==> src/rtl/eye_mon_pkg.sv <==
package eye_mon_pkg;
  typedef enum logic [1:0] {
    ST_IDLE   = 2'd0,
    ST_HSWEEP = 2'd1,
    ST_VSWEEP = 2'd2
  } mon_state_e;
endpackage

==> src/rtl/eye_run_tracker.sv <==
module eye_run_tracker #(
  parameter int STEP_W = 6,
  localparam int RUN_W = STEP_W + 1
) (
  input  logic              clk_i,
  input  logic              rst_ni,
  input  logic              clear_i,
  input  logic              valid_i,
  input  logic              err_i,
  input  logic [STEP_W-1:0] idx_i,
  output logic [RUN_W-1:0]  nxt_len_o,
  output logic [STEP_W-1:0] nxt_start_o
);
  logic [RUN_W-1:0]  cur_len_q, best_len_q, cur_len_d;
  logic [STEP_W-1:0] cur_start_q, best_start_q, cur_start_d;

  always_comb begin
    if (err_i) begin
      cur_len_d   = '0;
      cur_start_d = cur_start_q;
    end else begin
      cur_len_d   = cur_len_q + 1'b1;
      cur_start_d = (cur_len_q == '0) ? idx_i : cur_start_q;
    end
    // strict compare keeps the earliest of equal runs
    if (cur_len_d > best_len_q) begin
      nxt_len_o   = cur_len_d;
      nxt_start_o = cur_start_d;
    end else begin
      nxt_len_o   = best_len_q;
      nxt_start_o = best_start_q;
    end
  end

  always_ff @(posedge clk_i or negedge rst_ni) begin
    if (!rst_ni) begin
      cur_len_q    <= '0;
      cur_start_q  <= '0;
      best_len_q   <= '0;
      best_start_q <= '0;
    end else if (clear_i) begin
      cur_len_q    <= '0;
      cur_start_q  <= '0;
      best_len_q   <= '0;
      best_start_q <= '0;
    end else if (valid_i) begin
      cur_len_q    <= cur_len_d;
      cur_start_q  <= cur_start_d;
      best_len_q   <= nxt_len_o;
      best_start_q <= nxt_start_o;
    end
  end


  run_bound_chk: assert property (@(posedge clk_i) disable iff (!rst_ni)
    valid_i |-> nxt_len_o <= ({1'b0, idx_i} + RUN_W'(1)));
endmodule

==> src/rtl/eye_period_timer.sv <==
module eye_period_timer #(
  parameter int TMR_W = 16
) (
  input  logic             clk_i,
  input  logic             rst_ni,
  input  logic             en_i,
  input  logic             idle_i,
  input  logic             load_i,
  input  logic [TMR_W-1:0] period_i,
  output logic             expire_o
);
  logic [TMR_W-1:0] cnt_q;

  assign expire_o = en_i && idle_i && (cnt_q == '0);

  always_ff @(posedge clk_i or negedge rst_ni) begin
    if (!rst_ni)                     cnt_q <= '0;
    else if (load_i)                 cnt_q <= period_i;
    else if (!en_i)                  cnt_q <= '0;
    else if (idle_i && cnt_q != '0)  cnt_q <= cnt_q - 1'b1;
  end


  tmr_reload_chk: assert property (@(posedge clk_i) disable iff (!rst_ni)
    load_i |=> cnt_q == $past(period_i));
endmodule

==> src/rtl/eye_sweep_ctrl.sv <==
module eye_sweep_ctrl
  import eye_mon_pkg::*;
#(
  parameter int STEP_W = 6,
  parameter int RES_W  = 8,
  localparam int RUN_W = STEP_W + 1
) (
  input  logic              clk_i,
  input  logic              rst_ni,
  input  logic              start_i,
  input  logic              err_valid_i,
  input  logic [RES_W-1:0]  heo_thr_i,
  input  logic [RES_W-1:0]  veo_thr_i,
  input  logic [RUN_W-1:0]  trk_len_i,
  input  logic [STEP_W-1:0] trk_start_i,
  output logic              trk_clear_o,
  output logic              trk_valid_o,
  output logic [STEP_W-1:0] step_o,
  output logic              idle_o,
  output logic              load_o,
  output logic [STEP_W-1:0] phase_code_o,
  output logic [STEP_W-1:0] volt_code_o,
  output logic [RES_W-1:0]  heo_o,
  output logic [RES_W-1:0]  veo_o,
  output logic              done_o,
  output logic              relock_o
);
  localparam logic [STEP_W-1:0] MID = STEP_W'(1) << (STEP_W - 1);

  mon_state_e        state_q;
  logic [STEP_W-1:0] step_q, centre_q;
  logic [RES_W-1:0]  heo_q, veo_q;
  logic              done_q, relock_q;
  logic              last, in_sweep;
  logic [RUN_W-1:0]  centre_w;
  logic [RES_W-1:0]  len_res;

  assign last        = (step_q == '1);
  assign in_sweep    = (state_q != ST_IDLE);
  assign trk_valid_o = err_valid_i && in_sweep;
  assign trk_clear_o = (state_q == ST_IDLE && start_i) ||
                       (state_q == ST_HSWEEP && err_valid_i && last);
  assign load_o      = (state_q == ST_VSWEEP) && err_valid_i && last;
  assign idle_o      = !in_sweep;
  assign step_o      = step_q;
  assign centre_w    = {1'b0, trk_start_i} + (trk_len_i >> 1);
  assign len_res     = RES_W'(trk_len_i);

  always_comb begin
    phase_code_o = MID;
    volt_code_o  = MID;
    case (state_q)
      ST_HSWEEP: phase_code_o = step_q;
      ST_VSWEEP: begin
        phase_code_o = centre_q;
        volt_code_o  = step_q;
      end
      default: ;
    endcase
  end

  always_ff @(posedge clk_i or negedge rst_ni) begin
    if (!rst_ni) begin
      state_q  <= ST_IDLE;
      step_q   <= '0;
      centre_q <= MID;
      heo_q    <= '0;
      veo_q    <= '0;
      done_q   <= 1'b0;
      relock_q <= 1'b0;
    end else begin
      done_q   <= 1'b0;
      relock_q <= 1'b0;
      case (state_q)
        ST_IDLE: if (start_i) begin
          state_q <= ST_HSWEEP;
          step_q  <= '0;
        end
        ST_HSWEEP: if (err_valid_i) begin
          if (last) begin
            state_q  <= ST_VSWEEP;
            step_q   <= '0;
            heo_q    <= len_res;
            centre_q <= (trk_len_i == '0) ? MID : centre_w[STEP_W-1:0];
          end else begin
            step_q <= step_q + 1'b1;
          end
        end
        ST_VSWEEP: if (err_valid_i) begin
          if (last) begin
            state_q  <= ST_IDLE;
            veo_q    <= len_res;
            done_q   <= 1'b1;
            relock_q <= (heo_q < heo_thr_i) || (len_res < veo_thr_i);
          end else begin
            step_q <= step_q + 1'b1;
          end
        end
        default: state_q <= ST_IDLE;
      endcase
    end
  end

  assign heo_o    = heo_q;
  assign veo_o    = veo_q;
  assign done_o   = done_q;
  assign relock_o = relock_q;


  done_pulse_chk: assert property (@(posedge clk_i) disable iff (!rst_ni)
    done_q |=> !done_q);

  relock_with_done_chk: assert property (@(posedge clk_i) disable iff (!rst_ni)
    relock_q |-> done_q);

  veo_update_chk: assert property (@(posedge clk_i) disable iff (!rst_ni)
    !$stable(veo_q) |-> done_q);

  centre_hold_chk: assert property (@(posedge clk_i) disable iff (!rst_ni)
    (state_q == ST_VSWEEP && $past(state_q) == ST_VSWEEP) |-> $stable(phase_code_o));

  step_adv_chk: assert property (@(posedge clk_i) disable iff (!rst_ni)
    (in_sweep && err_valid_i && !last) |=> step_q == $past(step_q) + 1'b1);
endmodule

==> src/rtl/eye_lock_mon.sv <==
module eye_lock_mon #(
  parameter int STEP_W = 6,
  parameter int TMR_W  = 16,
  parameter int RES_W  = 8
) (
  input  logic              clk_i,
  input  logic              rst_ni,
  input  logic              mon_en_i,
  input  logic [TMR_W-1:0]  period_i,
  input  logic [RES_W-1:0]  heo_thr_i,
  input  logic [RES_W-1:0]  veo_thr_i,
  input  logic              err_valid_i,
  input  logic              err_hit_i,
  output logic [STEP_W-1:0] phase_code_o,
  output logic [STEP_W-1:0] volt_code_o,
  output logic              busy_o,
  output logic [RES_W-1:0]  heo_o,
  output logic [RES_W-1:0]  veo_o,
  output logic              done_o,
  output logic              relock_req_o
);
  localparam int RUN_W = STEP_W + 1;

  logic              start, idle, load, trk_clear, trk_valid;
  logic [STEP_W-1:0] step, trk_start;
  logic [RUN_W-1:0]  trk_len;

  eye_period_timer #(.TMR_W(TMR_W)) u_timer (
    .clk_i    (clk_i),
    .rst_ni   (rst_ni),
    .en_i     (mon_en_i),
    .idle_i   (idle),
    .load_i   (load),
    .period_i (period_i),
    .expire_o (start)
  );

  eye_run_tracker #(.STEP_W(STEP_W)) u_track (
    .clk_i       (clk_i),
    .rst_ni      (rst_ni),
    .clear_i     (trk_clear),
    .valid_i     (trk_valid),
    .err_i       (err_hit_i),
    .idx_i       (step),
    .nxt_len_o   (trk_len),
    .nxt_start_o (trk_start)
  );

  eye_sweep_ctrl #(.STEP_W(STEP_W), .RES_W(RES_W)) u_ctrl (
    .clk_i        (clk_i),
    .rst_ni       (rst_ni),
    .start_i      (start),
    .err_valid_i  (err_valid_i),
    .heo_thr_i    (heo_thr_i),
    .veo_thr_i    (veo_thr_i),
    .trk_len_i    (trk_len),
    .trk_start_i  (trk_start),
    .trk_clear_o  (trk_clear),
    .trk_valid_o  (trk_valid),
    .step_o       (step),
    .idle_o       (idle),
    .load_o       (load),
    .phase_code_o (phase_code_o),
    .volt_code_o  (volt_code_o),
    .heo_o        (heo_o),
    .veo_o        (veo_o),
    .done_o       (done_o),
    .relock_o     (relock_req_o)
  );

  assign busy_o = !idle;


  idle_quiet_chk: assert property (@(posedge clk_i) disable iff (!rst_ni)
    (idle && !mon_en_i) |=> (idle && $stable(heo_o)));
endmodule

==> config.mk <==
export PLATFORM = sky130hd
export DESIGN_NAME = eye_lock_mon
export DESIGN_NICKNAME = d
export VERILOG_FILES = /design/src/rtl/eye_mon_pkg.sv /design/src/rtl/eye_run_tracker.sv /design/src/rtl/eye_period_timer.sv /design/src/rtl/eye_sweep_ctrl.sv /design/src/rtl/eye_lock_mon.sv
export SDC_FILE = /design/constraint.sdc
export NUM_CORES = 1
export LEC_CHECK = 0
export ABC_CLOCK_PERIOD_IN_PS = 4000
export BUFFER_PORTS_ARGS = -buffer_cell sky130_fd_sc_hd__buf_2
export CORE_ASPECT_RATIO = 1.2
export CORE_UTILIZATION = 53
export DETAILED_ROUTE_END_ITERATION = 12
export GPL_ROUTABILITY_DRIVEN = 0
export PLACE_DENSITY = 0.77
export SKIP_CTS_REPAIR_TIMING = 1
export SLEW_MARGIN = 20
export SYNTH_ARGS = -nofsm -noshare
export SYNTH_HDL_FRONTEND = slang
export SYNTH_HIERARCHICAL = 1
export SYNTH_SLANG_ARGS = --single-unit
==> constraint.sdc <==
create_clock -name clk_i -period 4 [get_ports clk_i]
set_input_delay 0.8 -clock clk_i [delete_from_list [all_inputs] [get_ports clk_i]]
set_output_delay 0.8 -clock clk_i [all_outputs]
set_load 0.01 [all_outputs]
==> run summary, run 1 <==
Via/cell ratio - 5.788
Top Ports - 68
Wire per inst - 16.60 µm
P_sw - 1525 µW
Grt total ovfl - 0
Post-route clock period utilization - 95.91%
Number of flops mapped to enable cells by yosys - 0
Gr usage total - 24.86%
Max-cap violations - 0
Diodes inserted - 0
Crit start category - flip-flop
Int Power - 2056 µW
Post-DP Area - 5408 µm²
Reg2reg path depth - 19
H-tree levels - 3
Post-synthesis sequential area ratio - 36.71%
Clock Tree Root - clkbuf_8
Net Sw Frac - 42.59%
Seq pwr share - 28.7%
Drt total wl - 11.69 mm
Hold slack - 0.3997 ns
Min Tclk post-route - 3.837 ns
Die area - 9656 µm²
Pre-CTS WS - -0.06210 ns
Vias - 4075
DRC viols - 0
Synth warn - 6
Row cnt - 38
# port buffers - 65
Reg2reg setup slack - 0.16 ns
Final setup fails - 0
CORE AREA - 9034 µm²
Least-Margin Pin Slew - 0.9706 ns
Worst skew pair latency - 0.35 ns
Achievable clock frequency - 260.7 MHz
Final Hold Viols - 0
Dpl hpwl - 8.511 mm
Maximum vdd ir drop - 0.4055 mV
Die span in x - 89.87 µm
Inst Count DP - 688
Synthesis-to-layout area growth - 15.34%
Clk_skew - 0.006765 ns
Share of layout cells above drive strength 1 - 29.11%
Clk buf depth - 2
Most common cell after layout, fill and taps aside - dfrtp_1
Pwr Total - 3582 µW
Worst EP required - 4.28 ns
Netlist Area Pre-Place - 4911 µm²
Final cell count without fillers - 704
Cts bufs inserted - 9
Clock-pin slew on the worst setup and hold paths - 0.08 ns
Leak pwr - 0.002851 µW
Ys async rst share - 100.0%
Initial antenna violation count - 0
Clock Power Share - 14.9%
Commonest non-fill, non-tap cells in the layout - dfrtp_1, buf_2, nand2_1
Vias in the first global route - 4065
Max Slew Vio Count - 0
Remaining antenna violation count - 0
Class of the most critical setup path - flip-flop to flip-flop
First-pass GRT wire length - 19.11 mm
PD cells - 632.4 nW/µm²
Chip height - 107.4 µm
Yosys cell types - 70
Post-Syn Instances - 506
Critical Path Sink Type - flip-flop
Main synth FF type - dfrtp_1
Slew margin rel. - 34.38%
CTS Sinks - 72
Largest net degree at the start of global routing - 28
TritonCTS clock tree - yes
Fin nets - 648
Detailed Routing Iterations Pass 1 - 4
Critical-path maximum fanout - 5
Mapped Avg Cell Area - 9.705 µm²
Combinational share of power - 56.4%
Starting Density - 54.36%
#FFs+latches synth - 72
Fin area - 5664 µm²
Detailed router's first-iteration violation count - 193
Worst Path Arrival - 4.11 ns
Fin worst setup slack - 0.1634 ns
Status - complete, no violations
Min-delay worst type - primary input to asynchronous set/reset pin
area by class of cell:
type / count / area [µm²]
fillers: 766 / 3369
multi-input cells: 381 / 2942
well taps: 120 / 150.1
clock inverters: 4 / 30.03
repair buffers: 84 / 467.9
inverters: 32 / 120.1
flip-flops and latches: 72 / 1803
clock buffers: 11 / 151.4
Yosys cell counts, types with 4 or more instances:
cell type	instances	share of area, %
dfrtp_1	71	36
nor4_1	6	0.76
mux2_2	31	7.1
mux2_4	6	1.8
nor2_1	36	2.8
nand3_1	12	1.2
a22o_1	6	1.1
a22oi_1	7	1.1
nand2b_1	23	2.9
or4_1	4	0.61
and2_1	6	0.76
mux2i_1	24	4.9
a21oi_1	22	2.2
xnor2_1	6	1.1
inv_1	32	2.4
nand2_1	36	2.8
o21ai_0	16	1.6
a21o_1	6	0.92
xor2_1	10	1.8
ha_1	30	7.6
nor2b_1	13	1.7
nor3_1	15	1.5
clkbuf_1	13	0.99
critical path: stages (launching register included):
cell and delay [ns]:
dfrtp_1 0.36, ha_2 0.19, and3_1 0.20, nand3_2 0.10, xor2_2 0.20, nor2_2 0.07, ha_1 0.32, nand2_1 0.06
a31oi_2 0.17, nand4_2 0.14, a22oi_2 0.25, buf_4 0.17, buf_4 0.15, mux2_2 0.36, ha_1 0.34, o21ai_0 0.19
o21bai_1 0.09, a21oi_1 0.17, xnor2_1 0.10, a21oi_1 0.14
power groups by stage:
| stage | clock, µW | combinational, µW | sequential (µW) |
|---|---|---|---|
| 4_1_cts | 544 | 1920 | 1020 |
| 3_5_place_dp | 0 | 1890 | 1030 |
| 3_3_place_gp | 0 | 1830 | 1020 |
| 6_report | 533 | 2020 | 1030 |
| 2_1_floorplan | 0 | 1490 | 986 |
| 5_1_grt | 576 | 2190 | 1040 |
metal layers:
layer | share of wire (%) | up-vias | track usage [%] | wire length (µm)
li1 | - | 1935 | - | -
met1 | 40 | 2019 | 27.68 | 4628
met2 | 55 | 96 | 46.87 | 6400
met3 | 2.9 | 25 | 4.167 | 338
met4 | 2.7 | 0 | 10.48 | 316
met5 | 0 | - | 0 | 0
final timing paths:
path / startpoint / endpoint
min in group clk_i: u_ctrl/veo_o[6] / u_ctrl/veo_o[6]
max in group asynchronous: rst_ni / u_ctrl/centre_q[5]
setup reg to reg: u_track/cur_len_q[1] / u_ctrl/centre_q[5]
hold reg to reg: u_ctrl/veo_o[6] / u_ctrl/veo_o[6]
setup / recovery: u_track/cur_len_q[1] / u_ctrl/centre_q[5]
hold / removal: rst_ni / u_track/best_len_q[4]
per-stage QoR:
| step | setup TNS, ns | util (%) |
|---|---|---|
| floorplan | 0 | - |
| global placement | 0 | 59.86 |
| detailed placement | -0.06210 | 59.86 |
| CTS | -0.01802 | 61.87 |
| global route | -0.09937 | 62.70 |
| finish | 0 | 62.70 |
flip-flops by register name, indices dropped and copies added (netlist names):
name                  cells
u_track/best_len_q        7
u_ctrl/relock_o           1
u_ctrl/heo_o              7
u_ctrl/centre_q           6
u_ctrl/veo_o              7
u_ctrl/done_o             1
u_ctrl/state_q            2
u_track/best_start_q      6
u_timer/cnt_q            16
u_track/cur_len_q         7
u_track/cur_start_q       6
u_ctrl/step_o             6
cell families (layout without fill, tap and decap cells):
family,Yosys count,after routing,synth area share (%)
AOI/OAI and AO/OA,90,90,13.04
xor gates and xnor gates,16,16,2.853
adders and majority gates,31,31,8.051
buffers and inverters,54,131,4.943
DFF,72,72,36.71
muxes,61,61,13.83
other,1,2,0.07636
and+or+nand+nor,181,181,20.48
(Power assumes the default switching activity.)
==> run 2: changes to the inputs <==
--- a/config.mk
+++ b/config.mk
@@ -8,10 +8,11 @@
 export ABC_CLOCK_PERIOD_IN_PS = 4000
 export BUFFER_PORTS_ARGS = -buffer_cell sky130_fd_sc_hd__buf_2
 export CORE_ASPECT_RATIO = 1.2
-export CORE_UTILIZATION = 53
+export CORE_UTILIZATION = 54
+export CTS_BUF_LIST = sky130_fd_sc_hd__clkbuf_8
 export DETAILED_ROUTE_END_ITERATION = 12
 export GPL_ROUTABILITY_DRIVEN = 0
-export PLACE_DENSITY = 0.77
+export PLACE_DENSITY = 0.79
 export SKIP_CTS_REPAIR_TIMING = 1
 export SLEW_MARGIN = 20
 export SYNTH_ARGS = -nofsm -noshare
==> run summary, run 2 (synthesized netlist as in run 1, its figures left out) <==
Critical-path maximum fanout - 5 (unchanged)
Crit-path most repeated cell - buf_4
Fin nets - 652 (+0.62%)
Slew margin rel. - 37.12% (+2.7 points)
Clk buf depth - 2 (unchanged)
Crit path max-delay cell type - dfrtp_1
Largest net degree at the start of global routing - 40 (+43%)
Grt total ovfl - 0 (unchanged)
Worst Path Arrival - 4.17 ns (+0.06 ns)
Worst skew pair latency - 0.35 ns (about the same)
Crit start category - flip-flop
Most flop-heavy register - u_timer/cnt_q
Final setup fails - 0 (unchanged)
CP bufs+invs - 3 (+1)
Drt total wl - 11.88 mm (+1.7%)
Detailed Routing Iterations Pass 1 - 5 (+1)
Fin worst setup slack - 0.06236 ns (-0.1011 ns)
Clk_skew - 0.008450 ns (+0.001685 ns)
Least-Margin Pin Slew - 0.9301 ns (-0.04053 ns)
Final Hold Viols - 0 (unchanged)
Commonest non-fill, non-tap cells in the layout - dfrtp_1, buf_2, nand2_1
Row cnt - 37 (-2.6%)
Achievable clock frequency - 254.0 MHz (-2.6%)
Remaining antenna violation count - 0 (unchanged)
Top Ports - 68 (unchanged)
# port buffers - 65 (unchanged)
CP peak stage delay - 0.40 ns (+0.04 ns)
PD cells - 659.6 nW/µm² (+4.3%)
Critical path depth - 16 (-3)
Share of layout cells above drive strength 1 - 30.32% (+1.2 points)
Vias in the first global route - 4184 (+2.9%)
Unrepaired setup endpoints after global routing - yes
Most common cell after layout, fill and taps aside - dfrtp_1
Via/cell ratio - 5.882 (+1.6%)
Fin Setup TNS - 0 ns (unchanged)
Die span in x - 89.06 µm (-0.91%)
Status - complete, no violations
Leak pwr - 0.002883 µW (+1.1%)
Gr usage total - 26.29% (+1.4 points)
Synthesis-to-layout area growth - 16.79%
Seq pwr share - 27.2% (-1.5 points)
Hold slack - 0.5150 ns (+0.1152 ns)
CORE AREA - 8703 µm² (-3.7%)
Combinational share of power - 59.5% (+3.1 points)
Net Sw Frac - 41.81% (-0.77 points)
H-tree levels - 3 (unchanged)
Detailed router's first-iteration violation count - 172 (-11%)
Post-route clock period utilization - 98.44% (+2.5 points)
Clock Power Share - 13.2% (-1.7 points)
Dpl hpwl - 8.501 mm (-0.12%)
Clock Tree Root - clkbuf_8
Die area - 9481 µm² (-1.8%)
Chip height - 106.5 µm (-0.91%)
Worst EP required - 4.23 ns (-0.05 ns)
Pre-CTS WS - -0.1135 ns (-0.05142 ns)
Min-delay worst type - flip-flop to flip-flop
Vias - 4141 (+1.6%)
Starting Density - 56.43% (+2.1 points)
Max Slew Vio Count - 0 (unchanged)
Wire per inst - 16.88 µm (+1.7%)
Reg2reg path depth - 16 (-3)
TritonCTS clock tree - yes
Maximum vdd ir drop - 0.4281 mV (+5.6%)
Max-cap violations - 0 (unchanged)
Critical Path Sink Type - flip-flop
Int Power - 2201 µW (+7.1%)
Hold Path Cell Cnt - 1
Worst-path cell chain - buf_4, buf_4, nand3_1, xor2_1, nor2_1, ha_1, and4_1, and3_1, a22oi_2, buf_4, mux2_4, fa_2, a21o_1, a21oi_2, xnor2_1, a22o_1
Crit-path leading delay family - compound AO/OA/AOI/OAI gates
P_sw - 1582 µW (+3.7%)
Diodes inserted - 0 (unchanged)
Class of the most critical setup path - flip-flop to flip-flop
Min Tclk post-route - 3.938 ns (+0.1011 ns)
Max reg flops - 16 (unchanged)
Cts bufs inserted - 9 (unchanged)
CTS Sinks - 72 (unchanged)
Initial antenna violation count - 0 (unchanged)
First-pass GRT wire length - 19.22 mm (+0.54%)
Clock-pin slew on the worst setup and hold paths - 0.08 ns (about the same)
DRC viols - 0 (unchanged)
Reg2reg setup slack - 0.06 ns (-0.10 ns)
-- run 2: cell type report --
cell class | count | area, µm²
multi-input cells | 381 | 2992
fillers | 706 | 2968
clock buffers | 10 | 137.6
flip-flops and latches | 72 | 1803
clock inverters | 4 | 22.52
repair buffers | 88 | 514.2
well taps | 117 | 146.4
inverters | 32 | 120.1
-- run 2: per-stage QoR --
| step | power, µW | util (%) | instances | cell area, µm² |
|---|---|---|---|---|
| 3_5_place_dp | 2933 | 61.92 | 683 | 5389 |
| 6_report | 3783 | 65.90 | 704 | 5736 |
| 2_1_floorplan | 2472 | - | 507 | 4928 |
| 5_1_grt | 4022 | 65.90 | 704 | 5736 |
| 4_1_cts | 3437 | 63.76 | 697 | 5549 |
| 3_3_place_gp | 2840 | 61.92 | 683 | 5389 |
-- run 2: worst paths after layout --
path	startpoint	to
hold reg to reg	u_ctrl/veo_o[4]	u_ctrl/veo_o[4]
min in group asynchronous	rst_ni	u_track/best_len_q[5]
hold / removal	u_ctrl/veo_o[4]	u_ctrl/veo_o[4]
max in group asynchronous	rst_ni	u_ctrl/centre_q[5]
setup / recovery	u_track/cur_len_q[1]	u_ctrl/centre_q[4]
setup reg to reg	u_track/cur_len_q[1]	u_ctrl/centre_q[4]
-- run 2: power by group through the flow --
stage / logic, µW / clock network [µW] / registers, µW
after floorplan: 1490 / 0 / 986
after CTS: 1900 / 511 / 1020
after global placement: 1820 / 0 / 1020
final: 2250 / 501 / 1030
after global routing: 2430 / 536 / 1050
after detailed placement: 1900 / 0 / 1040
-- run 2: per-layer routing --
layer  global-route usage, %  vias up  wire, µm
li1                        -     1947         -
met1                   31.55     2023      4886
met2                   44.56      138      6093
met3                   4.581       33       494
met4                   13.38        0       410
met5                       0        -         0
-- run 2: worst reg2reg max path, delay by kind of cell (launching register included) --
family,cells,cell delay (ns)
AOI/OAI and AO/OA,4,0.84
xor gates and xnor gates,2,0.44
muxes,1,0.35
DFF,1,0.40
adders and majority gates,2,0.71
and+or+nand+nor,4,0.59
buffers and inverters,3,0.49
==> run 3: changes to the inputs <==
--- a/config.mk
+++ b/config.mk
@@ -8,6 +8,7 @@
 export ABC_CLOCK_PERIOD_IN_PS = 4000
 export BUFFER_PORTS_ARGS = -buffer_cell sky130_fd_sc_hd__buf_2
 export CORE_ASPECT_RATIO = 1.2
+export CORE_MARGIN = 2
 export CORE_UTILIZATION = 54
 export CTS_BUF_LIST = sky130_fd_sc_hd__clkbuf_8
 export DETAILED_ROUTE_END_ITERATION = 12
==> run summary, run 3 (synthesized netlist as in run 1, its figures left out) <==
Largest net degree at the start of global routing - 40 (unchanged)
Critical-path maximum fanout - 5 (unchanged)
First-pass GRT wire length - 19.44 mm (+1.2%)
Max Slew Vio Count - 0 (unchanged)
Post-route clock period utilization - 97.30% (-1.1 points)
Die area - 9876 µm² (+4.2%)
Row cnt - 38 (+2.7%)
Cts bufs inserted - 9 (unchanged)
CTS Sinks - 72 (unchanged)
Hold slack - 0.5125 ns (-0.002460 ns)
Commonest non-fill, non-tap cells in the layout - dfrtp_1, buf_2, nand2_1
TritonCTS clock tree - yes
Storage element area - 1803 µm² (unchanged)
PD cells - 660.0 nW/µm² (about the same)
Via/cell ratio - 5.767 (-2.0%)
Achievable clock frequency - 256.9 MHz (+1.2%)
Detailed Routing Iterations Pass 1 - 4 (-1)
Min Tclk post-route - 3.892 ns (-0.04573 ns)
Filler cells - 761 (+7.8%)
Chip height - 108.5 µm (+1.9%)
Fin area - 5747 µm² (+0.20%)
CORE AREA - 8939 µm² (+2.7%)
Crit start category - flip-flop
Gr usage total - 24.55% (-1.7 points)
Critical Path Sink Type - flip-flop
Diodes inserted - 0 (unchanged)
Clk buf depth - 2 (unchanged)
Fin worst setup slack - 0.1081 ns (+0.04573 ns)
Initial antenna violation count - 0 (unchanged)
Top Ports - 68 (unchanged)
Min-delay worst type - primary input to asynchronous set/reset pin
Slew margin rel. - 35.60% (-1.5 points)
Class of the most critical setup path - flip-flop to flip-flop
Post-DP Area - 5408 µm² (+0.35%)
Status - complete, no violations
Max-cap violations - 0 (unchanged)
DRC viols - 0 (unchanged)
Worst EP required - 4.24 ns (about the same)
Clock Tree Root - clkbuf_8
Share of layout cells above drive strength 1 - 29.74% (-0.58 points)
Drt total wl - 11.89 mm (about the same)
Final Util - 64.29% (-1.6 points)
Worst skew pair latency - 0.35 ns (about the same)
# port buffers - 65 (unchanged)
Vias - 4066 (-1.8%)
Starting Density - 54.94% (-1.5 points)
Final setup fails - 0 (unchanged)
Pwr Total - 3793 µW (+0.25%)
H-tree levels - 3 (unchanged)
Clock-pin slew on the worst setup and hold paths - 0.09 ns (about the same)
Fin nets - 648 (-0.61%)
Final Hold Viols - 0 (unchanged)
Synthesis-to-layout area growth - 17.02%
Die span in x - 91.06 µm (+2.2%)
Most flop-heavy register - u_timer/cnt_q
Remaining antenna violation count - 0 (unchanged)
Multi-input gate area - 2973 µm² (-0.63%)
Wire per inst - 16.87 µm (about the same)
Leak pwr - 0.002880 µW (-0.12%)
Dpl hpwl - 8.691 mm (+2.2%)
Maximum vdd ir drop - 0.4183 mV (-2.3%)
Clk_skew - 0.008652 ns (+0.0002023 ns)
Grt total ovfl - 0 (unchanged)
Max reg flops - 16 (unchanged)
Least-Margin Pin Slew - 0.9525 ns (+0.02241 ns)
Most common cell after layout, fill and taps aside - dfrtp_1
Vias in the first global route - 4088 (-2.3%)
Detailed router's first-iteration violation count - 266 (+55%)
Worst Path Arrival - 4.14 ns (-0.03 ns)
Pre-CTS WS - -0.08463 ns (+0.02889 ns)
## run 3: area by class of cell
cell class,count,area share [%]
Clock buffer,9,2.155
Timing Repair Buffer,84,8.273
Multi-Input combinational cell,381,51.73
Clock inverter,7,1.764
Inverter,32,2.090
Tap cell,120,2.613
Sequential cell,72,31.37
## run 3: where the power goes
part,internal [µW],total (µW),switching (µW)
clock network,358,661,304
registers,860,1020,163
logic,998,2110,1110
total,2220,3790,1580
## run 3: final timing paths
| path | start | endpoint | slack [ns] | cells after the start |
|---|---|---|---|---|
| min in group clk_i | u_ctrl/veo_o[4] | u_ctrl/veo_o[4] | 0.51 | 1 |
| max reg2reg | u_track/cur_len_q[0] | u_ctrl/centre_q[4] | 0.11 | 18 |
| min reg2reg | u_ctrl/veo_o[4] | u_ctrl/veo_o[4] | 0.51 | 1 |
| max in group asynchronous | rst_ni | u_timer/cnt_q[13] | 2.64 | 2 |
| max | u_track/cur_len_q[0] | u_ctrl/centre_q[4] | 0.11 | 18 |
| min | rst_ni | u_track/cur_len_q[5] | 0.51 | 1 |
## run 3: metal layers
layer	GRT usage (%)	vias up	share of wire, %
li1	-	1939	-
met2	44.81	82	54
met5	0	-	0
met1	29.04	2021	40
met4	11.15	0	2.7
met3	2.787	24	2.7
## run 3: critical path: stages, from the launching register on
cell	delay, ns
dfrtp_1	0.39
ha_1	0.24
and3_4	0.20
nand3_1	0.09
xor2_1	0.20
nor2_2	0.07
ha_1	0.32
nand2_1	0.07
a31oi_2	0.19
nand4_2	0.15
a22oi_2	0.22
buf_6	0.15
mux2_2	0.35
ha_2	0.21
fa_2	0.36
a21o_1	0.17
a21oi_2	0.15
xnor2_1	0.08
a22o_1	0.19
## run 3: through the flow
step / instances / setup TNS (ns)
global route: 705 / -0.08891
floorplan: 507 / 0
finish: 705 / 0
global placement: 688 / 0
CTS: 704 / -0.1094
detailed placement: 688 / -0.1484
